--- config.mk ---
export PLATFORM = sky130hd
export DESIGN_NAME = blink_pwm_gen
export DESIGN_NICKNAME = d
export VERILOG_FILES = /design/src/rtl/blink_pwm_pkg.sv /design/src/rtl/blink_regs.sv /design/src/rtl/blink_counter.sv /design/src/rtl/blink_line_mux.sv /design/src/rtl/blink_pwm_gen.sv
export SDC_FILE = /design/constraint.sdc
export NUM_CORES = 1
export LEC_CHECK = 0
export ABC_AREA = 1
export BUFFER_PORTS_ARGS = -buffer_cell sky130_fd_sc_hd__buf_2
export CORE_ASPECT_RATIO = 0.5
export CORE_MARGIN = 4
export CORE_UTILIZATION = 40
export DETAILED_ROUTE_END_ITERATION = 7
export SLEW_MARGIN = 10
export SYNTH_ARGS = -nofsm -noshare
export SYNTH_HDL_FRONTEND = slang
export SYNTH_SLANG_ARGS = --single-unit
export TNS_END_PERCENT = 20
--- constraint.sdc ---
create_clock -name clk -period 2.7 [get_ports clk]
set_input_delay 0.27 -clock clk [delete_from_list [all_inputs] [get_ports clk]]
set_output_delay 0.27 -clock clk [all_outputs]
set_load 0.02 [all_outputs]
--- src/rtl/blink_pwm_pkg.sv ---
// Package: shared constants and types for the dual blink counter generator.
// Assumes a word-addressed bus; the indexes below are byte offsets divided by 4.
package blink_pwm_pkg;

    // Number of counter sets (A and B); the set-select register is one bit per line
    localparam int NUM_SETS = 2;

    // Word indexes of the register map
    localparam int IDX_ON_A  = 0;
    localparam int IDX_OFF_A = 1;
    localparam int IDX_ON_B  = 2;
    localparam int IDX_OFF_B = 3;
    localparam int IDX_SEL   = 8;
    localparam int IDX_OUT   = 9;
    localparam int IDX_DIR   = 10;
    localparam int IDX_EN    = 11;

    // Phase of a blink counter
    typedef enum logic {
        PH_LOW  = 1'b0,
        PH_HIGH = 1'b1
    } blink_phase_e;

endpackage

--- src/rtl/blink_regs.sv ---
// Module: blink_regs
// Write-only register file for the generator. It holds four duration registers
// (on/off per counter set) and four per-line registers: set-select, static
// output, direction and blink enable.
// Assumes at most one write per cycle and a word index on wr_addr.
// Unmapped indexes are ignored.
module blink_regs
    import blink_pwm_pkg::*;
#(
    parameter int NUM_LINES = 8,
    parameter int CNT_W     = 32,
    parameter int ADDR_W    = 4,
    parameter int DATA_W    = 32
) (
    input  logic                               clk,
    input  logic                               rst_n,
    input  logic                               wr_en,
    input  logic [ADDR_W-1:0]                  wr_addr,
    input  logic [DATA_W-1:0]                  wr_data,
    output logic [NUM_SETS-1:0][CNT_W-1:0]     dur_on,
    output logic [NUM_SETS-1:0][CNT_W-1:0]     dur_off,
    output logic [NUM_LINES-1:0]               sel_q,
    output logic [NUM_LINES-1:0]               out_q,
    output logic [NUM_LINES-1:0]               dir_q,
    output logic [NUM_LINES-1:0]               en_q
);

    localparam logic [CNT_W-1:0]     DUR_RESET = CNT_W'(1);
    localparam logic [NUM_LINES-1:0] ALL_ONES  = '1;

    // Per-register write strobes decoded from the word index
    logic hit_sel, hit_out, hit_dir, hit_en;

    // Decode the line register strobes
    always_comb begin
        hit_sel = wr_en && (wr_addr == ADDR_W'(IDX_SEL));
        hit_out = wr_en && (wr_addr == ADDR_W'(IDX_OUT));
        hit_dir = wr_en && (wr_addr == ADDR_W'(IDX_DIR));
        hit_en  = wr_en && (wr_addr == ADDR_W'(IDX_EN));
    end

    // One on/off duration pair per counter set
    for (genvar s = 0; s < NUM_SETS; s++) begin : g_dur
        localparam int ON_IDX  = (s == 0) ? IDX_ON_A  : IDX_ON_B;
        localparam int OFF_IDX = (s == 0) ? IDX_OFF_A : IDX_OFF_B;

        logic hit_on, hit_off;

        // Decode the duration strobes of this set
        always_comb begin
            hit_on  = wr_en && (wr_addr == ADDR_W'(ON_IDX));
            hit_off = wr_en && (wr_addr == ADDR_W'(OFF_IDX));
        end

        // Hold the on/off durations of this set
        always_ff @(posedge clk) begin
            if (!rst_n) begin
                dur_on[s]  <= DUR_RESET;
                dur_off[s] <= DUR_RESET;
            end else begin
                if (hit_on)  dur_on[s]  <= wr_data[CNT_W-1:0];
                if (hit_off) dur_off[s] <= wr_data[CNT_W-1:0];
            end
        end

        assert_dur_hold_R9 : assert property (@(posedge clk) disable iff (!rst_n)
            !(wr_en && (wr_addr == ADDR_W'(ON_IDX) || wr_addr == ADDR_W'(OFF_IDX)))
            |=> ($stable(dur_on[s]) && $stable(dur_off[s])));
    end

    // Hold the per-line registers
    always_ff @(posedge clk) begin
        if (!rst_n) begin
            sel_q <= '0;
            out_q <= '0;
            dir_q <= ALL_ONES;
            en_q  <= '0;
        end else begin
            if (hit_sel) sel_q <= wr_data[NUM_LINES-1:0];
            if (hit_out) out_q <= wr_data[NUM_LINES-1:0];
            if (hit_dir) dir_q <= wr_data[NUM_LINES-1:0];
            if (hit_en)  en_q  <= wr_data[NUM_LINES-1:0];
        end
    end

    assert_line_hold_R9 : assert property (@(posedge clk) disable iff (!rst_n)
        !wr_en |=> ($stable(sel_q) && $stable(out_q) && $stable(dir_q) && $stable(en_q)));

endmodule

--- src/rtl/blink_counter.sv ---
// Module: blink_counter
// Free-running on/off phase counter for one set. The waveform is high for
// on_len cycles and then low for off_len cycles.
// Assumes the length registers may change at any time. The length of a phase
// is captured when that phase begins, and a value of 0 counts 2^CNT_W cycles.
module blink_counter
    import blink_pwm_pkg::*;
#(
    parameter int CNT_W = 32
) (
    input  logic             clk,
    input  logic             rst_n,
    input  logic [CNT_W-1:0] on_len,
    input  logic [CNT_W-1:0] off_len,
    output logic             wave
);

    localparam logic [CNT_W-1:0] ONE = CNT_W'(1);

    blink_phase_e     phase;
    logic [CNT_W-1:0] cnt;       // cycles already spent in the current phase
    logic [CNT_W-1:0] cur_len;   // length captured for the current phase
    logic [CNT_W-1:0] last_idx;  // index of the final cycle of the phase
    logic             term;

    // Final cycle index; a length of 0 wraps to all ones, i.e. 2^CNT_W cycles
    always_comb begin
        last_idx = cur_len - ONE;
        term     = (cnt == last_idx);
    end

    // Advance the phase counter and capture the next phase length at each boundary
    always_ff @(posedge clk) begin
        if (!rst_n) begin
            phase   <= PH_HIGH;
            cnt     <= '0;
            cur_len <= ONE;
        end else if (term) begin
            cnt <= '0;
            if (phase == PH_HIGH) begin
                phase   <= PH_LOW;
                cur_len <= off_len;
            end else begin
                phase   <= PH_HIGH;
                cur_len <= on_len;
            end
        end else begin
            cnt <= cnt + ONE;
        end
    end

    // Drive the waveform from the phase
    always_comb wave = (phase == PH_HIGH);

    assert_cnt_bound_R3 : assert property (@(posedge clk) disable iff (!rst_n)
        cnt <= last_idx);

    assert_len_midphase_R7 : assert property (@(posedge clk) disable iff (!rst_n)
        (cnt != last_idx) |=> ($stable(cur_len) && $stable(phase)));

    assert_phase_start_R3 : assert property (@(posedge clk) disable iff (!rst_n)
        (phase != $past(phase)) |-> (cnt == '0));

    assert_zero_len_R4 : assert property (@(posedge clk) disable iff (!rst_n)
        (cur_len == '0 && cnt == ONE) |=> (phase == $past(phase)));

endmodule

--- src/rtl/blink_line_mux.sv ---
// Module: blink_line_mux
// Per-line output selection. Each line picks the waveform of its selected set.
// The waveform is used only when the line is an output with blink enabled;
// otherwise the line drives its static output bit.
// Assumes exactly two sets, so the set select is one bit per line.
module blink_line_mux
    import blink_pwm_pkg::*;
#(
    parameter int NUM_LINES = 8
) (
    input  logic [NUM_SETS-1:0]  wave,
    input  logic [NUM_LINES-1:0] sel_q,
    input  logic [NUM_LINES-1:0] out_q,
    input  logic [NUM_LINES-1:0] dir_q,
    input  logic [NUM_LINES-1:0] en_q,
    output logic [NUM_LINES-1:0] line_out,
    output logic [NUM_LINES-1:0] line_oe
);

    for (genvar i = 0; i < NUM_LINES; i++) begin : g_line
        logic picked;
        logic blink_on;

        // Choose the set waveform and decide whether blink overrides the static bit
        always_comb begin
            picked      = sel_q[i] ? wave[1] : wave[0];
            blink_on    = en_q[i] && !dir_q[i];
            line_out[i] = blink_on ? picked : out_q[i];
            line_oe[i]  = !dir_q[i];
        end
    end

endmodule

--- src/rtl/blink_pwm_gen.sv ---
// Module: blink_pwm_gen (top)
// Dual blink counter PWM generator for a bank of GPIO lines. It joins the
// register file, two free-running counter sets and the per-line output mux.
// Assumes a single clock domain and a synchronous active-low reset.
module blink_pwm_gen
    import blink_pwm_pkg::*;
#(
    parameter int NUM_LINES = 8,
    parameter int CNT_W     = 32,
    parameter int ADDR_W    = 4,
    parameter int DATA_W    = 32
) (
    input  logic                 clk,
    input  logic                 rst_n,
    input  logic                 wr_en,
    input  logic [ADDR_W-1:0]    wr_addr,
    input  logic [DATA_W-1:0]    wr_data,
    output logic [NUM_LINES-1:0] line_out,
    output logic [NUM_LINES-1:0] line_oe
);

    logic [NUM_SETS-1:0][CNT_W-1:0] dur_on;
    logic [NUM_SETS-1:0][CNT_W-1:0] dur_off;
    logic [NUM_LINES-1:0]           sel_q, out_q, dir_q, en_q;
    logic [NUM_SETS-1:0]            wave;

    blink_regs #(
        .NUM_LINES (NUM_LINES),
        .CNT_W     (CNT_W),
        .ADDR_W    (ADDR_W),
        .DATA_W    (DATA_W)
    ) u_regs (
        .clk     (clk),
        .rst_n   (rst_n),
        .wr_en   (wr_en),
        .wr_addr (wr_addr),
        .wr_data (wr_data),
        .dur_on  (dur_on),
        .dur_off (dur_off),
        .sel_q   (sel_q),
        .out_q   (out_q),
        .dir_q   (dir_q),
        .en_q    (en_q)
    );

    // One free-running counter per set
    for (genvar s = 0; s < NUM_SETS; s++) begin : g_set
        blink_counter #(
            .CNT_W (CNT_W)
        ) u_cnt (
            .clk     (clk),
            .rst_n   (rst_n),
            .on_len  (dur_on[s]),
            .off_len (dur_off[s]),
            .wave    (wave[s])
        );
    end

    blink_line_mux #(
        .NUM_LINES (NUM_LINES)
    ) u_mux (
        .wave     (wave),
        .sel_q    (sel_q),
        .out_q    (out_q),
        .dir_q    (dir_q),
        .en_q     (en_q),
        .line_out (line_out),
        .line_oe  (line_oe)
    );

    assert_input_static_R6 : assert property (@(posedge clk) disable iff (!rst_n)
        (line_out & ~line_oe) == (out_q & ~line_oe));

    assert_idle_static_R2 : assert property (@(posedge clk) disable iff (!rst_n)
        (en_q == '0) |-> (line_out == out_q));

    assert_same_set_R8 : assert property (@(posedge clk) disable iff (!rst_n)
        ((en_q[0] && !dir_q[0] && en_q[1] && !dir_q[1] && (sel_q[0] == sel_q[1])))
        |-> (line_out[0] == line_out[1]));

endmodule

==> reports/qor.yml, run 1 <==
min_path:
  whs_endpoint: "u_regs.dur_on[8]"
  min_path_cells: 3
  worstHoldPathType: "in2reg"
  hp-start: "wr_data[8]"
clock_tree:
  cts.sinks: 290
  clock_latency_ps: 580
  numCtsBuffers: 29
  cts.path.max_buffers: 3
  path_clk_slew_ps: 60
  htree_levels: 1
  cts_tree: "done"
  cts_root_buf: "clkbuf_16"
power_and_ir_drop:
  ir_worst_vdd_mv: 0.506
  power.density_mw_per_mm2: 732
  leakage_nw: 8.35
  pwr-share-clk_pct: 34.2
  intPower_mw: 8.50
  combPwrFrac_pct: 29.7
  p_sw_mw: 4.51
  pwr-share-seq_pct: 36.1
  switching_share_pct: 34.6
routing:
  met1Wirelength_um: 21000
  wl_per_cell_um: 14.0
  wirelength_um: 42000
  dr.pass1.iters: 5
  met2_length_um: 18500
  wl_met3_um: 2010
  top_layer_used: "met4"
  first_iter_violations: 986
  vias: 14300
  ant_nets: 0
  vias_per_cell: 4.75
  drc: 0
floorplan:
  core-area_mm2: 0.0378
  row_count: 50
  die_area_mm2: 0.0422
  ioPinCount: 55
  start_util_pct: 41.0
  die_w_um: 287
  die_y_um: 147
grt:
  grt_pass1_wl_um: 68800
  grt_usage_pct: 19.5
  grt_pass1_vias: 13400
  overflow: 0
  antenna_found_initial: 0
  grt_max_degree: 72
sta:
  worstMarginPinSlew_ps: 928
  timing.hold.ws_ps: 31.9
  hold_violations: 0
  finalCritPeriodShare_pct: 90.7
  setup_tns_ps: 0
  relSlewSlack_pct: 37.9
  rsz0062_at_grt: "yes"
  worst_slack_ps: 251
  report.final.slew_viol_count: 0
  max_freq_mhz: 408
  fin_skew_ps: 9.48
  final-setup-viol-count: 0
  fin_crit_ps: 2450
critical_path:
  crit_path_start: "g_set[0].u_cnt.cur_len[1]"
  cp_top_family: "simple AND/OR/NAND/NOR gates"
  critPathKind: "reg2reg"
  r2r-end: "g_set[0].u_cnt.cur_len[2]"
  cp.arrival_ps: 2960
  reg2regPathDepth: 17
  path_cells: "inv_1, ha_2, nand2_4, nor2_8, nand2_1, nand2_1, nand2_1, nor2_1, nand2_1, nor2_1, nand3_2, nor2_4, nand2_4, nor2_4, buf_12, nor2_1, nor2_1"
  r2r_slack_ps: 250
  endpoint_kind: "flip-flop"
  path_max_fanout: 13
  crit_buf_inv: 2
  critPathSlowestCell: "dfxtp_1"
  cpPeakStageDelay_ps: 350
  required_ps: 3210
  r2r-start: "g_set[0].u_cnt.cur_len[1]"
  startpoint_type: "flip-flop"
final_layout:
  utilization_pct: 47.0
  instances_no_fill: 3012
  syn_to_final_growth_pct: 14.4
  mostFrequentLayoutCells: "597 x nor2_1, 549 x nand2_1, 288 x dfxtp_1"
  antenna_cells: 0
  drive_gt1_share_pct: 8.55
  final_common_cell: "nor2_1"
  nets: 2518
synthesis:
  synth_cell_types: 41
  synth_warnings: 0
  synth.yosys.seq_area_share_pct: 37.4
  synth_top_area_share_pct: 37.4
  synth-seq-cells: 290
  synth_top_area_cell: "dfxtp_1"
  syn_inst: 2419
  syn_nets: 2462
  yosys-top-cells-area: "dfxtp_1 37%, nor2_1 15%, nand2_1 13%"
  synth.avg_cell_area_um2: 6.42
  syn-cell-area_mm2: 0.0155
place:
  numPortBuffers: 54
  dp_hpwl_um: 29900
  dp_cells: 2939
  place_ws_ps: 122
  finalWeightedCongestion: 0.905
run_status:
  status: "complete, no violations"
run:
  max_cap_violations: 0
==> per-layer routing <==
metal  vias to the layer above  GRT usage (%)
li1                       7656              -
met3                        42           2.88
met4                         0           3.10
met1                      6390           27.9
met2                       232           31.6
met5                         -              0
==> worst max path at each step <==
| stage | slack (ps) | cells after the start | to |
|---|---|---|---|
| after floorplan | 420 | 16 | g_set[0].u_cnt.cnt[27] |
| after global routing | 0.3 | 12 | g_set[1].u_cnt.cnt[31] |
| after detailed placement | 120 | 16 | g_set[0].u_cnt.cur_len[12] |
| after global placement | 200 | 16 | g_set[0].u_cnt.cur_len[0] |
| final | 250 | 17 | g_set[0].u_cnt.cur_len[2] |
| after CTS | 110 | 16 | g_set[0].u_cnt.cur_len[15] |
==> cells in the mapped netlist, drive strengths merged <==
library cell and n:
buf 27, xnor2 34, nor4 2, clkbuf 68
inv 232, xor2 64, nor2 626, a21oi 45
nand2 562, mux2i 22, xnor3 1, o211ai 9
clkinv 4, nand3 122, o21ai 219, o21bai 4
nand3b 17, o21a 7, a21o 2, or2 7
ha 4, and3 2, nor3 25, nand4 24
dfxtp 290
==> repair_timing <==
action / 4_1_cts / 5_1_grt
endpoints found under the hold margin: 56 / 0
resized for setup: 0 / 13
hold buffers: 21 / 0
endpoints found under the setup margin: 0 / 89
setup buffers: 0 / 1
==> power by group through the flow <==
stage | sequential (mW) | combinational, mW | clock, mW
finish | 4.69 | 3.86 | 4.45
global route | 4.72 | 4.42 | 4.75
CTS | 4.69 | 3.71 | 4.57
detailed placement | 4.78 | 3.67 | 0
global placement | 4.78 | 3.63 | 0
floorplan | 4.71 | 2.82 | 0
==> layout make-up <==
class	count	area, um2
inverter	236	888
fill	3980	20100
clock inverter	14	267
clock buffer	34	764
timing repair buffer	118	906
multi-input combinational	1800	8490
sequential	290	5810
tap	520	651
==> worst reg2reg max path: cells and delay by family, from the launching register on <==
family                   cells  cell delay (ps)
AND/OR/NAND/NOR             14             1580
flip-flops                   1              350
adder cells (fa/ha/maj)      1              250
buffers and inverters        2              220
==> through the flow <==
step	instance area, um2	power [mW]
after CTS	17700	13.0
after detailed placement	16400	8.45
after global placement	16400	8.40
after floorplan	15500	7.53
after global routing	17800	13.9
final	17800	13.0
==> kinds of logic (layout without fill, tap and decap cells) <==
logic type                 count (synthesis)  in the layout  share of synthesized area, %
and+or+nand+nor                         1387           1389                          37.2
buffers and inverters                    331            402                          8.45
DFF                                      290            290                          37.4
AOI/OAI and AO/OA                        286            286                          9.57
xor gates and xnor gates                  99             99                          5.67
muxes                                     22             22                          1.42
adders and majority gates                  4              4                         0.322
==> state kept, by name, summed over array words and instances (netlist names) <==
register	cells
g_set.u_cnt.cnt	64
g_set.u_cnt.cur_len	64
g_set.u_cnt.wave	2
u_regs.dir_q	8
u_regs.dur_off	64
u_regs.dur_on	64
u_regs.en_q	8
u_regs.out_q	8
u_regs.sel_q	8
No activity file was read; power rests on OpenSTA's default activity.
==> run 2: changes to the inputs <==
Settings changed: PLACE_DENSITY from default to 0.57.
==> run 2 against run 1 <==
Global-route usage is 0.18 points higher. Via count is 1.0% higher. First-iteration DRC count is 3.4% lower. Cell count hardly changed. Sequential share of layout area is 0.21 points higher. Largest cell class unchanged. Highest routed layer unchanged. Worst setup slack worse by 1.3 ps. Cell area is 0.65% lower. Fmax hardly changed. Register-to-register slack hardly changed.
==> reports/qor.yml, run 2 (same netlist as run 1, synthesis figures left out) <==
run_status:
  status: "complete, no violations"  # unchanged
floorplan:
  die_w_um: 287  # unchanged
  ioPinCount: 55  # unchanged
  die_y_um: 147  # unchanged
  core-area_mm2: 0.0378  # unchanged
  row_count: 50  # unchanged
  start_util_pct: 41.0  # unchanged
  die_area_mm2: 0.0422  # unchanged
grt:
  grt_usage_pct: 19.7  # was 19.5%
  grt_max_degree: 61  # was 72
  grt_pass1_wl_um: 69000  # was 68800 um
  grt_pass1_vias: 13300  # was 13400
  antenna_found_initial: 0  # unchanged
  overflow: 0  # unchanged
power_and_ir_drop:
  p_sw_mw: 4.52  # was 4.51 mW
  combPwrFrac_pct: 30.5  # was 29.7%
  ir_worst_vdd_mv: 0.563  # was 0.506 mV
  power.density_mw_per_mm2: 713  # was 732 mW/mm2
  leakage_nw: 8.28  # was 8.35 nW
  intPower_mw: 8.08  # was 8.50 mW
  switching_share_pct: 35.9  # was 34.6%
  finalPower_mw: 12.6  # was 13.0 mW
  pwr-share-seq_pct: 37.2  # was 36.1%
  pwr-share-clk_pct: 32.3  # was 34.2%
routing:
  wirelength_um: 42300  # was 42000 um
  vias_per_cell: 4.80  # was 4.75
  drc: 0  # unchanged
  wl_per_cell_um: 14.0  # about the same
  first_iter_violations: 952  # was 986
  dr.pass1.iters: 7  # was 5
  vias: 14500  # was 14300
  ant_nets: 0  # unchanged
sta:
  finalCritPeriodShare_pct: 90.7  # about the same
  final-setup-viol-count: 0  # unchanged
  setup_tns_ps: 0  # unchanged
  max_freq_mhz: 408  # about the same
  fin_skew_ps: 13.7  # was 9.48 ps
  hold_violations: 0  # unchanged
  rsz0062_at_grt: "no"  # was yes
  worstMarginPinSlew_ps: 936  # was 928 ps
  fin_crit_ps: 2450  # about the same
  timing.hold.ws_ps: 37.8  # was 31.9 ps
  relSlewSlack_pct: 37.4  # was 37.9%
  report.final.slew_viol_count: 0  # unchanged
final_layout:
  syn_to_final_growth_pct: 13.7  # was 14.4%
  instances_no_fill: 3011  # was 3012
  mostFrequentLayoutCells: "597 x nor2_1, 550 x nand2_1, 288 x dfxtp_1"  # was 597 x nor2_1, 549 x nand2_1, 288 x dfxtp_1
  antenna_cells: 0  # unchanged
  nets: 2514  # was 2518
  final_common_cell: "nor2_1"  # unchanged
  drive_gt1_share_pct: 8.55  # about the same
place:
  numPortBuffers: 54  # unchanged
  finalWeightedCongestion: 0.896  # was 0.905
  dp_hpwl_um: 30400  # was 29900 um
  dp_cells: 2939  # unchanged
critical_path:
  startpoint_type: "flip-flop"  # unchanged
  cp.arrival_ps: 2180  # was 2960 ps
  required_ps: 2430  # was 3210 ps
  path_max_fanout: 22  # was 13
  critPathKind: "reg2out"  # was reg2reg
  endpoint_kind: "primary output"  # was flip-flop
clock_tree:
  path_clk_slew_ps: 70  # was 60 ps
  clock_latency_ps: 570  # was 580 ps
  numCtsBuffers: 28  # was 29
  cts_root_buf: "clkbuf_16"  # unchanged
  htree_levels: 1  # unchanged
  cts.path.max_buffers: 3  # unchanged
  cts.sinks: 290  # unchanged
  cts_tree: "done"  # unchanged
run:
  max_cap_violations: 0  # unchanged
min_path:
  worstHoldPathType: "in2reg"  # unchanged
==> run 2: metal layers <==
metal / wire [um] / up-vias / track usage (%) / share of wire, %
met3: 1710 / 39 / 2.65 / 4.0
met2: 18000 / 236 / 30.6 / 42
met1: 22000 / 6521 / 29.5 / 52
met5: 0 / - / 0 / 0
met4: 597 / 0 / 2.88 / 1.4
li1: - / 7668 / - / -
==> run 2: layout make-up <==
type | instances | area [um2]
Multi-Input combinational cell | 1800 | 8490
Clock inverter | 13 | 148
Timing Repair Buffer | 115 | 886
Inverter | 236 | 888
Clock buffer | 37 | 795
Fill cell | 4055 | 20200
Sequential cell | 290 | 5810
Tap cell | 520 | 651
==> run 2: what timing repair did <==
item	in CTS	in global routing
resized for setup	0	10
hold buffers	19	0
endpoints found under the hold margin	48	0
endpoints found under the setup margin	0	98
buffers inserted	0	1
==> run 2: path summary, 6_finish.rpt <==
kind	slack, ps	to	from	cells past startpoint
worst max-delay path	250	line_out[1]	g_set[1].u_cnt.wave	6
worst min register to register	440	u_regs.dur_on[29]	u_regs.dur_on[29]	2
worst min-delay path	40	u_regs.dur_on[10]	wr_data[10]	3
worst max register to register	260	g_set[1].u_cnt.cur_len[17]	g_set[1].u_cnt.cur_len[7]	15
==> run 2: critical path: stages, from the launching register on <==
cell,delay (ps)
dfxtp_2,330
buf_4,300
clkinv_1,390
nand2_1,130
o21ai_0,130
a21oi_1,160
buf_2,180
==> run 2: power by group through the flow <==
| stage | clock network [mW] | logic [mW] | registers (mW) |
|---|---|---|---|
| final | 4.06 | 3.85 | 4.69 |
| after floorplan | 0 | 2.82 | 4.71 |
| after CTS | 4.19 | 3.73 | 4.68 |
| after detailed placement | 0 | 3.69 | 4.78 |
| after global placement | 0 | 3.65 | 4.78 |
| after global routing | 4.35 | 4.38 | 4.72 |
==> run 2: per-stage QoR <==
| stage | utilization (%) | area [um2] | setup slack (ps) |
|---|---|---|---|
| floorplan | - | 15500 | 416 |
| global placement | 43.4 | 16400 | 186 |
| detailed placement | 43.4 | 16400 | 155 |
| CTS | 46.4 | 17600 | 116 |
| global route | 46.7 | 17700 | 8.73 |
| finish | 46.7 | 17700 | 250 |
==> run 3: changes to the inputs <==
Clock period 2.7 ns to 3 ns, I/O delays scaled along.
==> run 3 against run 2 <==
Cell area shrank 2.2%. Utilization shrank 1.0 points. Routed wire length shrank 1.8%.
==> reports/qor.yml, run 3 (same netlist as run 1, synthesis figures left out) <==
grt:
  grt_max_degree: 96  # was 61
  overflow: 0  # unchanged
  use_met1_pct: 29.4  # was 29.5%
  met2_usage_pct: 30.0  # was 30.6%
  antenna_found_initial: 4  # was 0
  grt_usage_pct: 19.7  # about the same
  grt_pass1_vias: 13300  # about the same
  grt-busiest-layer: "met2"  # unchanged
  grt_pass1_wl_um: 69100  # was 69000 um
  use_met3_pct: 3.04  # was 2.65%
critical_path:
  path_max_fanout: 32  # was 22
  r2r-end: "g_set[0].u_cnt.cnt[5]"  # was g_set[1].u_cnt.cur_len[17]
  crit_path_start: "g_set[0].u_cnt.cur_len[0]"  # was g_set[1].u_cnt.wave
  startpoint_type: "flip-flop"  # unchanged
  endpoint_kind: "flip-flop"  # was primary output
  cp.arrival_ps: 3120  # was 2180 ps
  required_ps: 3450  # was 2430 ps
  r2r-start: "g_set[0].u_cnt.cur_len[0]"  # was g_set[1].u_cnt.cur_len[7]
  reg2regPathDepth: 16  # was 15
  critPathKind: "reg2reg"  # was reg2out
  r2r_slack_ps: 320  # was 260 ps
final_layout:
  design_area_mm2: 0.0173  # was 0.0177 mm2
  syn_to_final_growth_pct: 11.2  # was 13.7%
  drive_gt1_share_pct: 7.53  # was 8.55%
  mostFrequentLayoutCells: "601 x nor2_1, 550 x nand2_1, 288 x dfxtp_1"  # was 597 x nor2_1, 550 x nand2_1, 288 x dfxtp_1
  nets: 2477  # was 2514
  final_common_cell: "nor2_1"  # unchanged
  instances_no_fill: 2980  # was 3011
routing:
  drc: 0  # unchanged
  vias_per_cell: 4.77  # was 4.80
  ant_nets: 0  # unchanged
  first_iter_violations: 962  # was 952
  wirelength_um: 41600  # was 42300 um
  dr.pass1.iters: 5  # was 7
  wl_per_cell_um: 13.9  # was 14.0 um
  vias: 14200  # was 14500
clock_tree:
  htree_levels: 1  # unchanged
  cts_root_buf: "clkbuf_16"  # unchanged
  cts.sinks: 290  # unchanged
  postCtsSetupBuffers: 0  # unchanged
  ctsResizeCount: 0  # unchanged
  hold_buffers: 0  # was 19
  clock_latency_ps: 560  # was 570 ps
  numCtsBuffers: 28  # unchanged
  cts.path.max_buffers: 3  # unchanged
  path_clk_slew_ps: 70  # about the same
  cts_tree: "done"  # unchanged
sta:
  relSlewSlack_pct: 36.1  # was 37.4%
  report.final.slew_viol_count: 0  # unchanged
  worstMarginPinSlew_ps: 954  # was 936 ps
  setup_tns_ps: 0  # unchanged
  fin_skew_ps: 9.77  # was 13.7 ps
  max_freq_mhz: 374
  finalCritPeriodShare_pct: 89.2
  final-setup-viol-count: 0  # unchanged
  hold_violations: 0  # unchanged
  fin_crit_ps: 2680
  timing.hold.ws_ps: 30.7  # was 37.8 ps
  rsz0062_at_grt: "no"  # unchanged
  worst_slack_ps: 323  # was 250 ps
min_path:
  min_path_cells: 3  # unchanged
  worstHoldPathType: "in2reg"  # unchanged
  hp-start: "wr_data[28]"  # was wr_data[10]
  whs_endpoint: "u_regs.dur_off[28]"  # was u_regs.dur_on[10]
run_status:
  status: "complete, no violations"  # unchanged
run:
  max_cap_violations: 0  # unchanged
floorplan:
  row_count: 50  # unchanged
  start_util_pct: 41.0  # unchanged
  ioPinCount: 55  # unchanged
  die_y_um: 147  # unchanged
  core-area_mm2: 0.0378  # unchanged
  die_area_mm2: 0.0422  # unchanged
  die_w_um: 287  # unchanged
power_and_ir_drop:
  leakage_nw: 8.09  # was 8.28 nW
  ir_worst_vdd_mv: 0.409  # was 0.563 mV
  power.density_mw_per_mm2: 645  # was 713 mW/mm2
place:
  finalWeightedCongestion: 0.894  # was 0.896
  numPortBuffers: 54  # unchanged
  placedInstanceArea_mm2: 0.0163  # was 0.0164 mm2
  dp_cells: 2924  # was 2939
  dp_hpwl_um: 30100  # was 30400 um
  place_ws_ps: 307  # was 155 ps
-- run 3: changes by cell type in the layout (fill, tap and decap cells not counted), sizes merged --
cell | previous run | this run
diode | 0 | 4
buf | 96 | 80
nor2 | 628 | 626
dlygate4sd3 | 19 | 0
clkinvlp | 1 | 6
inv | 234 | 233
bufinv | 2 | 4
clkinv | 12 | 7
clkbuf | 37 | 38
-- run 3: stage by stage --
step | utilization [%] | total power, mW
after floorplan | - | 6.77
after global placement | 43.1 | 7.46
after detailed placement | 43.1 | 7.51
after CTS | 45.6 | 11.3
after global routing | 45.6 | 12.0
final | 45.6 | 11.1
-- run 3: power breakdown --
| group | switching [mW] | internal [mW] |
|---|---|---|
| combinational | 2.15 | 1.05 |
| clock | 1.58 | 2.15 |
| sequential | 0.195 | 4.03 |
-- run 3: worst max-delay path by stage --
stage / endpoint / slack, ps / cells after the start
2_1_floorplan: g_set[0].u_cnt.cnt[27] / 720 / 16
3_3_place_gp: g_set[0].u_cnt.cnt[24] / 380 / 16
3_5_place_dp: g_set[0].u_cnt.cnt[24] / 310 / 16
4_1_cts: g_set[0].u_cnt.cnt[18] / 300 / 16
5_1_grt: g_set[1].u_cnt.cur_len[10] / 3 / 18
6_report: g_set[0].u_cnt.cnt[5] / 320 / 16
-- run 3: cell type report --
type                       count  area, um2
tap                          520        651
antenna                        4       10.0
fill                        4074      20600
clock buffer                  38        769
clock inverter                14        189
multi-input combinational   1798       8430
sequential                   290       5810
timing repair buffer          80        534
inverter                     236        888
-- run 3: worst max-delay path: stages (launching register included) --
cell	delay (ps)
dfxtp_1	320
inv_1	150
ha_1	340
nand2_4	140
nor2_4	130
nand2_2	120
o21ai_1	240
nand2_1	80
nand2_1	90
nand2_1	70
nor2_2	90
nand2_2	90
nor2_8	140
nand3_4	170
nand2_2	140
buf_12	190
nor2_1	60
-- run 3: per-layer routing --
| metal | share of wire (%) | up-vias |
|---|---|---|
| met5 | 0 | - |
| met1 | 52 | 6317 |
| met4 | 1.9 | 0 |
| met3 | 4.7 | 60 |
| li1 | - | 7584 |
| met2 | 42 | 248 |
